File: src/rtl/sonet_oh_tap_pkg.sv
package sonet_oh_tap_pkg;

    localparam int ROWS          = 9;
    localparam int COLS_PER_STS  = 90;
    localparam int TOH_PER_STS   = 3;
    localparam int LFSR_W        = 7;
    localparam logic [LFSR_W-1:0] LFSR_SEED = '1;

    // Position flags of the byte currently on the input.
    typedef struct packed {
        logic frame_first;  // row 0, column 0
        logic tap;          // first-STS-1 overhead column
        logic clear_zone;   // row-0 overhead that is never scrambled
        logic seed_pt;      // generator is reloaded here
        logic b1_pos;       // parity byte position (row 1, column 0)
        logic on_schedule;  // frame start reached by counting, while aligned
    } pos_info_t;

    typedef struct packed {
        logic [7:0]        key;
        logic [LFSR_W-1:0] next;
    } key_step_t;

    // Eight steps of x^7+x^6+1; the first output bit lands in bit 7.
    function automatic key_step_t lfsr_byte(input logic [LFSR_W-1:0] st);
        key_step_t         r;
        logic [LFSR_W-1:0] s;
        s = st;
        r.key = '0;
        for (int i = 0; i < 8; i++) begin
            r.key[7-i] = s[LFSR_W-1];
            s = {s[LFSR_W-2:0], s[LFSR_W-1] ^ s[LFSR_W-2]};
        end
        r.next = s;
        return r;
    endfunction

    function automatic logic [3:0] ones8(input logic [7:0] v);
        logic [3:0] n;
        n = '0;
        for (int i = 0; i < 8; i++) n = n + {3'b000, v[i]};
        return n;
    endfunction

endpackage

File: src/rtl/soht_position.sv
module soht_position
    import sonet_oh_tap_pkg::*;
#(
    parameter int N_STS = 3
) (
    input  logic      clk,
    input  logic      rst,
    input  logic      frm_start,
    input  logic      oof,
    output pos_info_t info,
    output logic      active
);
    localparam int ROWLEN = COLS_PER_STS * N_STS;
    localparam int COL_W  = $clog2(ROWLEN);
    localparam int ROW_W  = $clog2(ROWS);
    localparam int TOHLEN = TOH_PER_STS * N_STS;

    logic [COL_W-1:0] col_q, cur_col;
    logic [ROW_W-1:0] row_q, cur_row;
    logic             locked_q;

    always_comb begin
        cur_col = frm_start ? '0 : col_q;
        cur_row = frm_start ? '0 : row_q;
    end

    always_ff @(posedge clk) begin
        if (rst) begin
            col_q    <= '0;
            row_q    <= '0;
            locked_q <= 1'b0;
        end else begin
            if (cur_col == COL_W'(ROWLEN-1)) begin
                col_q <= '0;
                row_q <= (cur_row == ROW_W'(ROWS-1)) ? '0 : cur_row + 1'b1;
            end else begin
                col_q <= cur_col + 1'b1;
                row_q <= cur_row;
            end
            if (oof)            locked_q <= 1'b0;
            else if (frm_start) locked_q <= 1'b1;
        end
    end

    always_comb begin
        active           = !oof && (locked_q || frm_start);
        info.frame_first = (cur_row == '0) && (cur_col == '0);
        info.tap         = (cur_col == '0) || (cur_col == COL_W'(N_STS))
                        || (cur_col == COL_W'(2*N_STS));
        info.clear_zone  = (cur_row == '0) && (cur_col < COL_W'(TOHLEN));
        info.seed_pt     = (cur_row == '0) && (cur_col == COL_W'(TOHLEN));
        info.b1_pos      = (cur_row == ROW_W'(1)) && (cur_col == '0);
        info.on_schedule = locked_q && (col_q == '0) && (row_q == '0);
    end

    // the position counters stay inside one frame.
    a_r2_col_bounded: assert property (@(posedge clk) disable iff (rst)
        col_q <= COL_W'(ROWLEN-1));
    a_r2_row_bounded: assert property (@(posedge clk) disable iff (rst)
        row_q <= ROW_W'(ROWS-1));
    // out-of-frame drops alignment on the next cycle.
    a_r9_unlock: assert property (@(posedge clk) disable iff (rst)
        oof |=> !locked_q);
endmodule

File: src/rtl/soht_descrambler.sv
module soht_descrambler
    import sonet_oh_tap_pkg::*;
(
    input  logic      clk,
    input  logic      rst,
    input  logic [7:0] din,
    input  pos_info_t info,
    input  logic      bypass,
    output logic [7:0] dout
);
    logic [LFSR_W-1:0] st_q, cur_st;
    key_step_t         step;

    always_comb begin
        cur_st = info.seed_pt ? LFSR_SEED : st_q;
        step   = lfsr_byte(cur_st);
        dout   = (bypass || info.clear_zone) ? din : (din ^ step.key);
    end

    always_ff @(posedge clk) begin
        if (rst) st_q <= LFSR_SEED;
        else     st_q <= step.next;
    end

    // eight steps past the all-ones load leave state 0000010.
    a_r4_seed_advance: assert property (@(posedge clk) disable iff (rst)
        info.seed_pt |=> (st_q == 7'h02));
    // the generator never falls into the all-zero lock-up state.
    a_r4_no_lockup: assert property (@(posedge clk) disable iff (rst)
        st_q != '0);
endmodule

File: src/rtl/soht_bip8.sv
module soht_bip8
    import sonet_oh_tap_pkg::*;
(
    input  logic      clk,
    input  logic      rst,
    input  logic [7:0] raw,
    input  logic [7:0] plain,
    input  pos_info_t info,
    input  logic      active,
    output logic      err_pulse
);
    logic [7:0] acc_q, prev_q;
    logic       acc_full_q, prev_ok_q;
    logic [3:0] pend_q;
    logic       load;

    assign load = active && info.b1_pos && prev_ok_q;

    always_ff @(posedge clk) begin
        if (rst) begin
            acc_q      <= '0;
            prev_q     <= '0;
            acc_full_q <= 1'b0;
            prev_ok_q  <= 1'b0;
        end else if (!active) begin
            acc_full_q <= 1'b0;
            prev_ok_q  <= 1'b0;
        end else if (info.frame_first) begin
            prev_q     <= acc_q;
            prev_ok_q  <= acc_full_q && info.on_schedule;
            acc_q      <= raw;
            acc_full_q <= 1'b1;
        end else begin
            acc_q <= acc_q ^ raw;
        end
    end

    always_ff @(posedge clk) begin
        if (rst) begin
            pend_q    <= '0;
            err_pulse <= 1'b0;
        end else begin
            err_pulse <= 1'b0;
            if (load) begin
                pend_q <= ones8(prev_q ^ plain);
            end else if (pend_q != '0 && !err_pulse) begin
                err_pulse <= 1'b1;
                pend_q    <= pend_q - 1'b1;
            end
        end
    end

    // every pulse is one cycle wide.
    a_r6_single_cycle: assert property (@(posedge clk) disable iff (rst)
        err_pulse |=> !err_pulse);
    // a pulse is only issued from a pending count.
    a_r6_from_count: assert property (@(posedge clk) disable iff (rst)
        $rose(err_pulse) |-> ($past(pend_q) != '0));
    a_r6_count_bound: assert property (@(posedge clk) disable iff (rst)
        pend_q <= 4'd8);
endmodule

File: src/rtl/sonet_oh_tap.sv
module sonet_oh_tap
    import sonet_oh_tap_pkg::*;
#(
    parameter int N_STS = 3
) (
    input  logic       clk,
    input  logic       rst,
    input  logic [7:0] rx_byte,
    input  logic       rx_frame_start,
    input  logic       rx_oof,
    input  logic       descr_off,
    output logic [7:0] oh_data,
    output logic       oh_stb,
    output logic       oh_fp,
    output logic       b1_err
);
    pos_info_t  info;
    logic       active;
    logic [7:0] plain;

    soht_position #(.N_STS(N_STS)) u_pos (
        .clk(clk), .rst(rst), .frm_start(rx_frame_start), .oof(rx_oof),
        .info(info), .active(active)
    );

    soht_descrambler u_dsc (
        .clk(clk), .rst(rst), .din(rx_byte), .info(info),
        .bypass(descr_off), .dout(plain)
    );

    soht_bip8 u_bip (
        .clk(clk), .rst(rst), .raw(rx_byte), .plain(plain), .info(info),
        .active(active), .err_pulse(b1_err)
    );

    always_ff @(posedge clk) begin
        if (rst) begin
            oh_data <= '0;
            oh_stb  <= 1'b0;
            oh_fp   <= 1'b0;
        end else begin
            oh_stb <= active && info.tap;
            oh_fp  <= active && info.tap && info.frame_first;
            if (active && info.tap) oh_data <= plain;
        end
    end

    // the frame marker only rides on a strobe.
    a_r3_fp_on_strobe: assert property (@(posedge clk) disable iff (rst)
        oh_fp |-> oh_stb);
    // no overhead byte is exported for a byte seen while out-of-frame.
    a_r9_quiet_oof: assert property (@(posedge clk) disable iff (rst)
        rx_oof |=> !oh_stb);
    // each strobe lasts a single cycle, because tap columns are never adjacent.
    a_r2_strobe_single: assert property (@(posedge clk) disable iff (rst)
        (oh_stb && !rx_frame_start) |=> !oh_stb);
endmodule

File: config.mk
export PLATFORM = sky130hd
export DESIGN_NAME = sonet_oh_tap
export DESIGN_NICKNAME = d
export VERILOG_FILES = /design/src/rtl/sonet_oh_tap_pkg.sv /design/src/rtl/soht_position.sv /design/src/rtl/soht_descrambler.sv /design/src/rtl/soht_bip8.sv /design/src/rtl/sonet_oh_tap.sv
export SDC_FILE = /design/constraint.sdc
export NUM_CORES = 1
export LEC_CHECK = 0
export ABC_AREA = 1
export BUFFER_PORTS_ARGS = -buffer_cell sky130_fd_sc_hd__buf_2
export CORE_UTILIZATION = 35
export DETAILED_ROUTE_END_ITERATION = 16
export PLACE_DENSITY_LB_ADDON = 0.12
export SYNTH_ARGS = -nofsm -noshare
export SYNTH_HDL_FRONTEND = slang
export SYNTH_HIERARCHICAL = 1
export SYNTH_SLANG_ARGS = --single-unit
File: constraint.sdc
create_clock -name clk -period 4.62 [get_ports clk]
set_input_delay 0.462 -clock clk [delete_from_list [all_inputs] [get_ports clk]]
set_output_delay 0.462 -clock clk [all_outputs]
set_load 0.005 [all_outputs]
==> results.md <==
- Maximum frequency from static timing analysis: 228 MHz
- Overflow left after global routing: 0
- Required time of the critical path: roughly 5 ns
- GRT Overall Usage: 17.2%
- Wire length of the first global-routing pass: 12,200 um
- Number of flops mapped to enable cells by yosys: 0
- Iteration-0 DRC Markers: 82
- Final setup violation count: 0
- Post-route setup slack: ~0.23 ns
- Full die area: 0.00911 mm2
- Hold Fails Final Rpt: 0
- CP endpoint kind: register
- Clock latency at the later pin of the worst-skew pair: 0.32 ns
- Effective utilization at floorplan: 36.7%
- Clock sink count: between 50 and 60
- Total chip power: 1.18 mW
- R2r worst-path depth: 25
- Pre-antenna DRT Iters: 4
- Post-CTS clock slew at the launch and capture registers of the worst setup and hold paths: roughly 0.11 ns
- Cell count along the critical path: 24
- # placed instances: 591
- Worst Tran Pin Value: about 0.63 ns
- Met3 routed WL: ~150 um
- Via density per instance: between 4 and 5
- Total nets after synthesis: 464
- Count of maximum capacitance violations: 0
- Initial antenna violation count: 0
- Synthesized netlist cell count: 440
- Commonest register cell after synthesis: dfxtp_1
- Run status: finished, final reports clean
- Detailed-route wire length per cell: 12.0 um
- Total inserted antenna cells: 0
- Path class of the lowest-slack min-delay path: in -> reg
- Netlist Area Pre-Place: 0.00306 mm2
- Leakage power total: roughly 1.8 nW
- Detailed placement HPWL: approximately 5500 um
- Root Driver: clkbuf_8
- Post-placement worst setup slack: -0.174 ns
- Avg Cell Area, Syn: 6.95 um2
- Max stage delay on crit path: slightly below 0.5 ns
- Most common cell on crit path: fa_1
- Height of the die: 95.5 um
- Number of rows created at floorplan: 33
- IR Drop Worst-Case VDD: 0.000168 V
- Share of synthesized registers carrying an async set or reset: 0%
- Synth Warn #: 6
- Longest Clk Path Bufs: 2
- Kind of launch point of the worst setup path: primary input
- Capture point of the worst reg-to-reg path: u_bip/pend_q[1]$_SDFFE_PP0P_
- Via count of the first global-routing pass: ~2,600
- Number of max-slew violations in the final report: 0
- Portion of the post-synthesis area used by sequential elements: 35.4%
- FF-to-FF Start: u_pos/col_q[4]$_SDFF_PP0_
- Core region area: 0.00834 mm2
- Utilization of the core after routing: 44.3%
- Final Non-Filler Cells: approximately 610
- Leading cell types by total area after synthesis: dfxtp_1 (35%), nand2_1 (11%), inv_1 (8.2%)
- Setup CP Type: in -> reg
- Number of cells on the worst hold path: 2
- Register bit total from synthesis: 54
- Worst path slowest cell: fa_1
- Top fanout value on the critical path: 6
- Launching instance or port of the critical path: rx_frame_start
- Ports: 24
- Maximum number of pins on one net before global-route repair: 25
- Worst hold-check slack: 0.330 ns
- Met1 Routed Length: 3440 um
- Ratio of cells with drive above 1 in the final layout: 22.4%
- Power density of the placed cells: ~320 mW/mm2
- I/O Buffers: 23
- Via count of the routed design: about 2,800
- Drt total wl: 7290 um
- Synth unique cells: 33
- Period Utilization, post-route: about 95%
- Highest-count cells in the layout ignoring fill and taps: nand2_1 (87), inv_1 (66), nor2_1 (63)
- Highest metal used: met4
- Setup slack of the worst register-to-register path: 0.24 ns
- Number of buffers and inverters on the critical path: 9
- Worst path top cell family by delay: adder cells
- Synth-to-layout area growth: 20.9%
- Number of hold buffers added after cts: 0
- Total DRC errors in the routed layout: 0
- Final worst clock skew: between 0.015 and 0.02 ns
- Termination of the worst setup path: u_bip/pend_q[1]$_SDFFE_PP0P_
- Total number of nets in the final design: approximately 520
- Largest area contributor in the netlist: dfxtp_1
- Synth top area share: 35.4%
- Routability congestion estimate from global placement: ~0.84
- Min Clock Period, post-route: 4.39 ns
- Die width: 95.5 um
- Leading cell type in the layout, fill and taps excluded: nand2_1
- H-tree depth: 2
- Cts bufs inserted: 5
- Post-route antenna net violation count: 0
- Ordered list of cells on the worst path: buf_2 -> buf_4 -> buf_4 -> nor2_4 -> nand4_1 -> nor2_4 -> buf_6 -> nor2_4 -> inv_2 -> nand2_2 -> xnor2_2 -> xor2_1 -> fa_1 -> fa_1 -> inv_1 -> fa_1 -> inv_1 -> ha_2 -> inv_2 -> fa_1 -> or2_0 -> o21ai_1 -> inv_1 -> a21oi_1
- Relative slew slack: about 58%
- CTS tree: built
- Detailed-routed wire length on met2: 3580 um
- Arrival time of the worst setup path: 4.63 ns
area by class of cell:
cell class                      count  area [um2]
Clock buffer                        5        68.8
Clock inverter                      3        27.5
Fill cell                         852        4640
Inverter                           70         265
Multi-Input combinational cell    307        1710
Sequential cell                    54        1090
Tap cell                          105         131
Timing Repair Buffer               61         404
state kept, by name (all words and copies together) (netlist names):
| register | flops |
|---|---|
| u_dsc/st_q | 7 |
| oh_data | 8 |
| u_bip/acc_q | 8 |
| u_pos/row_q | 4 |
| u_pos/locked_q | 1 |
| oh_fp | 1 |
| u_bip/err_pulse | 1 |
| u_bip/pend_q | 4 |
| u_pos/col_q | 9 |
| u_bip/acc_full_q | 1 |
| u_bip/prev_q | 8 |
| u_bip/prev_ok_q | 1 |
| oh_stb | 1 |
layer usage:
metal / vias to the layer above / global-route usage (%)
met2: 28 / 29.6
li1: 1495 / -
met3: 8 / 3.03
met4: 0 / 4.60
met5: - / 0
met1: 1244 / 22.1
synthesized netlist by cell type, drive strengths merged (3+ instances only):
| master | n |
|---|---|
| nor4 | 9 |
| ha | 7 |
| nor3 | 7 |
| nand4 | 3 |
| inv | 70 |
| xnor2 | 8 |
| buf | 8 |
| xor2 | 10 |
| o22ai | 8 |
| nand2 | 101 |
| dfxtp | 54 |
| fa | 4 |
| o21ai | 19 |
| nor2 | 76 |
| nand3 | 30 |
| a21oi | 19 |
per-stage QoR:
stage,cell area (um2),TNS [ns]
after floorplan,3100,0
after global placement,3500,-0.138
after detailed placement,3500,-0.274
after CTS,3590,0
after global routing,3700,-0.0180
final,3700,0
logic make-up (layout without fill, tap and decap cells):
logic type	Yosys count	after routing	share of synthesized area [%]
AO/OA/AOI/OAI	48	48	8.35
XOR/XNOR	18	18	5.40
adder cells (fa/ha/maj)	11	11	5.48
buffers and inverters	79	139	11.2
flip-flops	54	54	35.4
AND/OR/NAND/NOR	230	230	34.2
report_power, final:
group / internal [mW] / leakage (nW) / switching [mW]
Clock: 0.113 / 0.0467 / 0.179
Sequential: 0.513 / 0.445 / 0.0352
Combinational: 0.144 / 1.28 / 0.198
worst reg2reg max path, delay by kind of cell, from the launching register on:
kind            cells  cell delay (ns)
fa+ha+maj           5             1.97
buf+inv             6             0.40
flops               1             0.37
simple gates       10             0.96
xor+xnor            2             0.42
compound gates      2             0.20
worst min path at each step:
stage	to	start	slack, ns
floorplan	u_bip/acc_full_q$_SDFFE_PP0P_	u_bip/acc_full_q$_SDFFE_PP0P_	0.43
CTS	u_pos/locked_q$_SDFFE_PP0P_	rx_oof	0.32
detailed placement	u_bip/acc_full_q$_SDFFE_PP0P_	u_bip/acc_full_q$_SDFFE_PP0P_	0.44
global placement	u_bip/acc_full_q$_SDFFE_PP0P_	u_bip/acc_full_q$_SDFFE_PP0P_	0.44
finish	u_pos/locked_q$_SDFFE_PP0P_	rx_oof	0.33
global route	u_pos/locked_q$_SDFFE_PP0P_	rx_oof	0.33
repair_timing:
| item | in CTS | in global routing |
|---|---|---|
| gates resized for setup | 0 | 18 |
| buffers inserted | 0 | 6 |
| endpoints found under the setup margin | 0 | 2 |
Power figures use the tool's default switching activity.
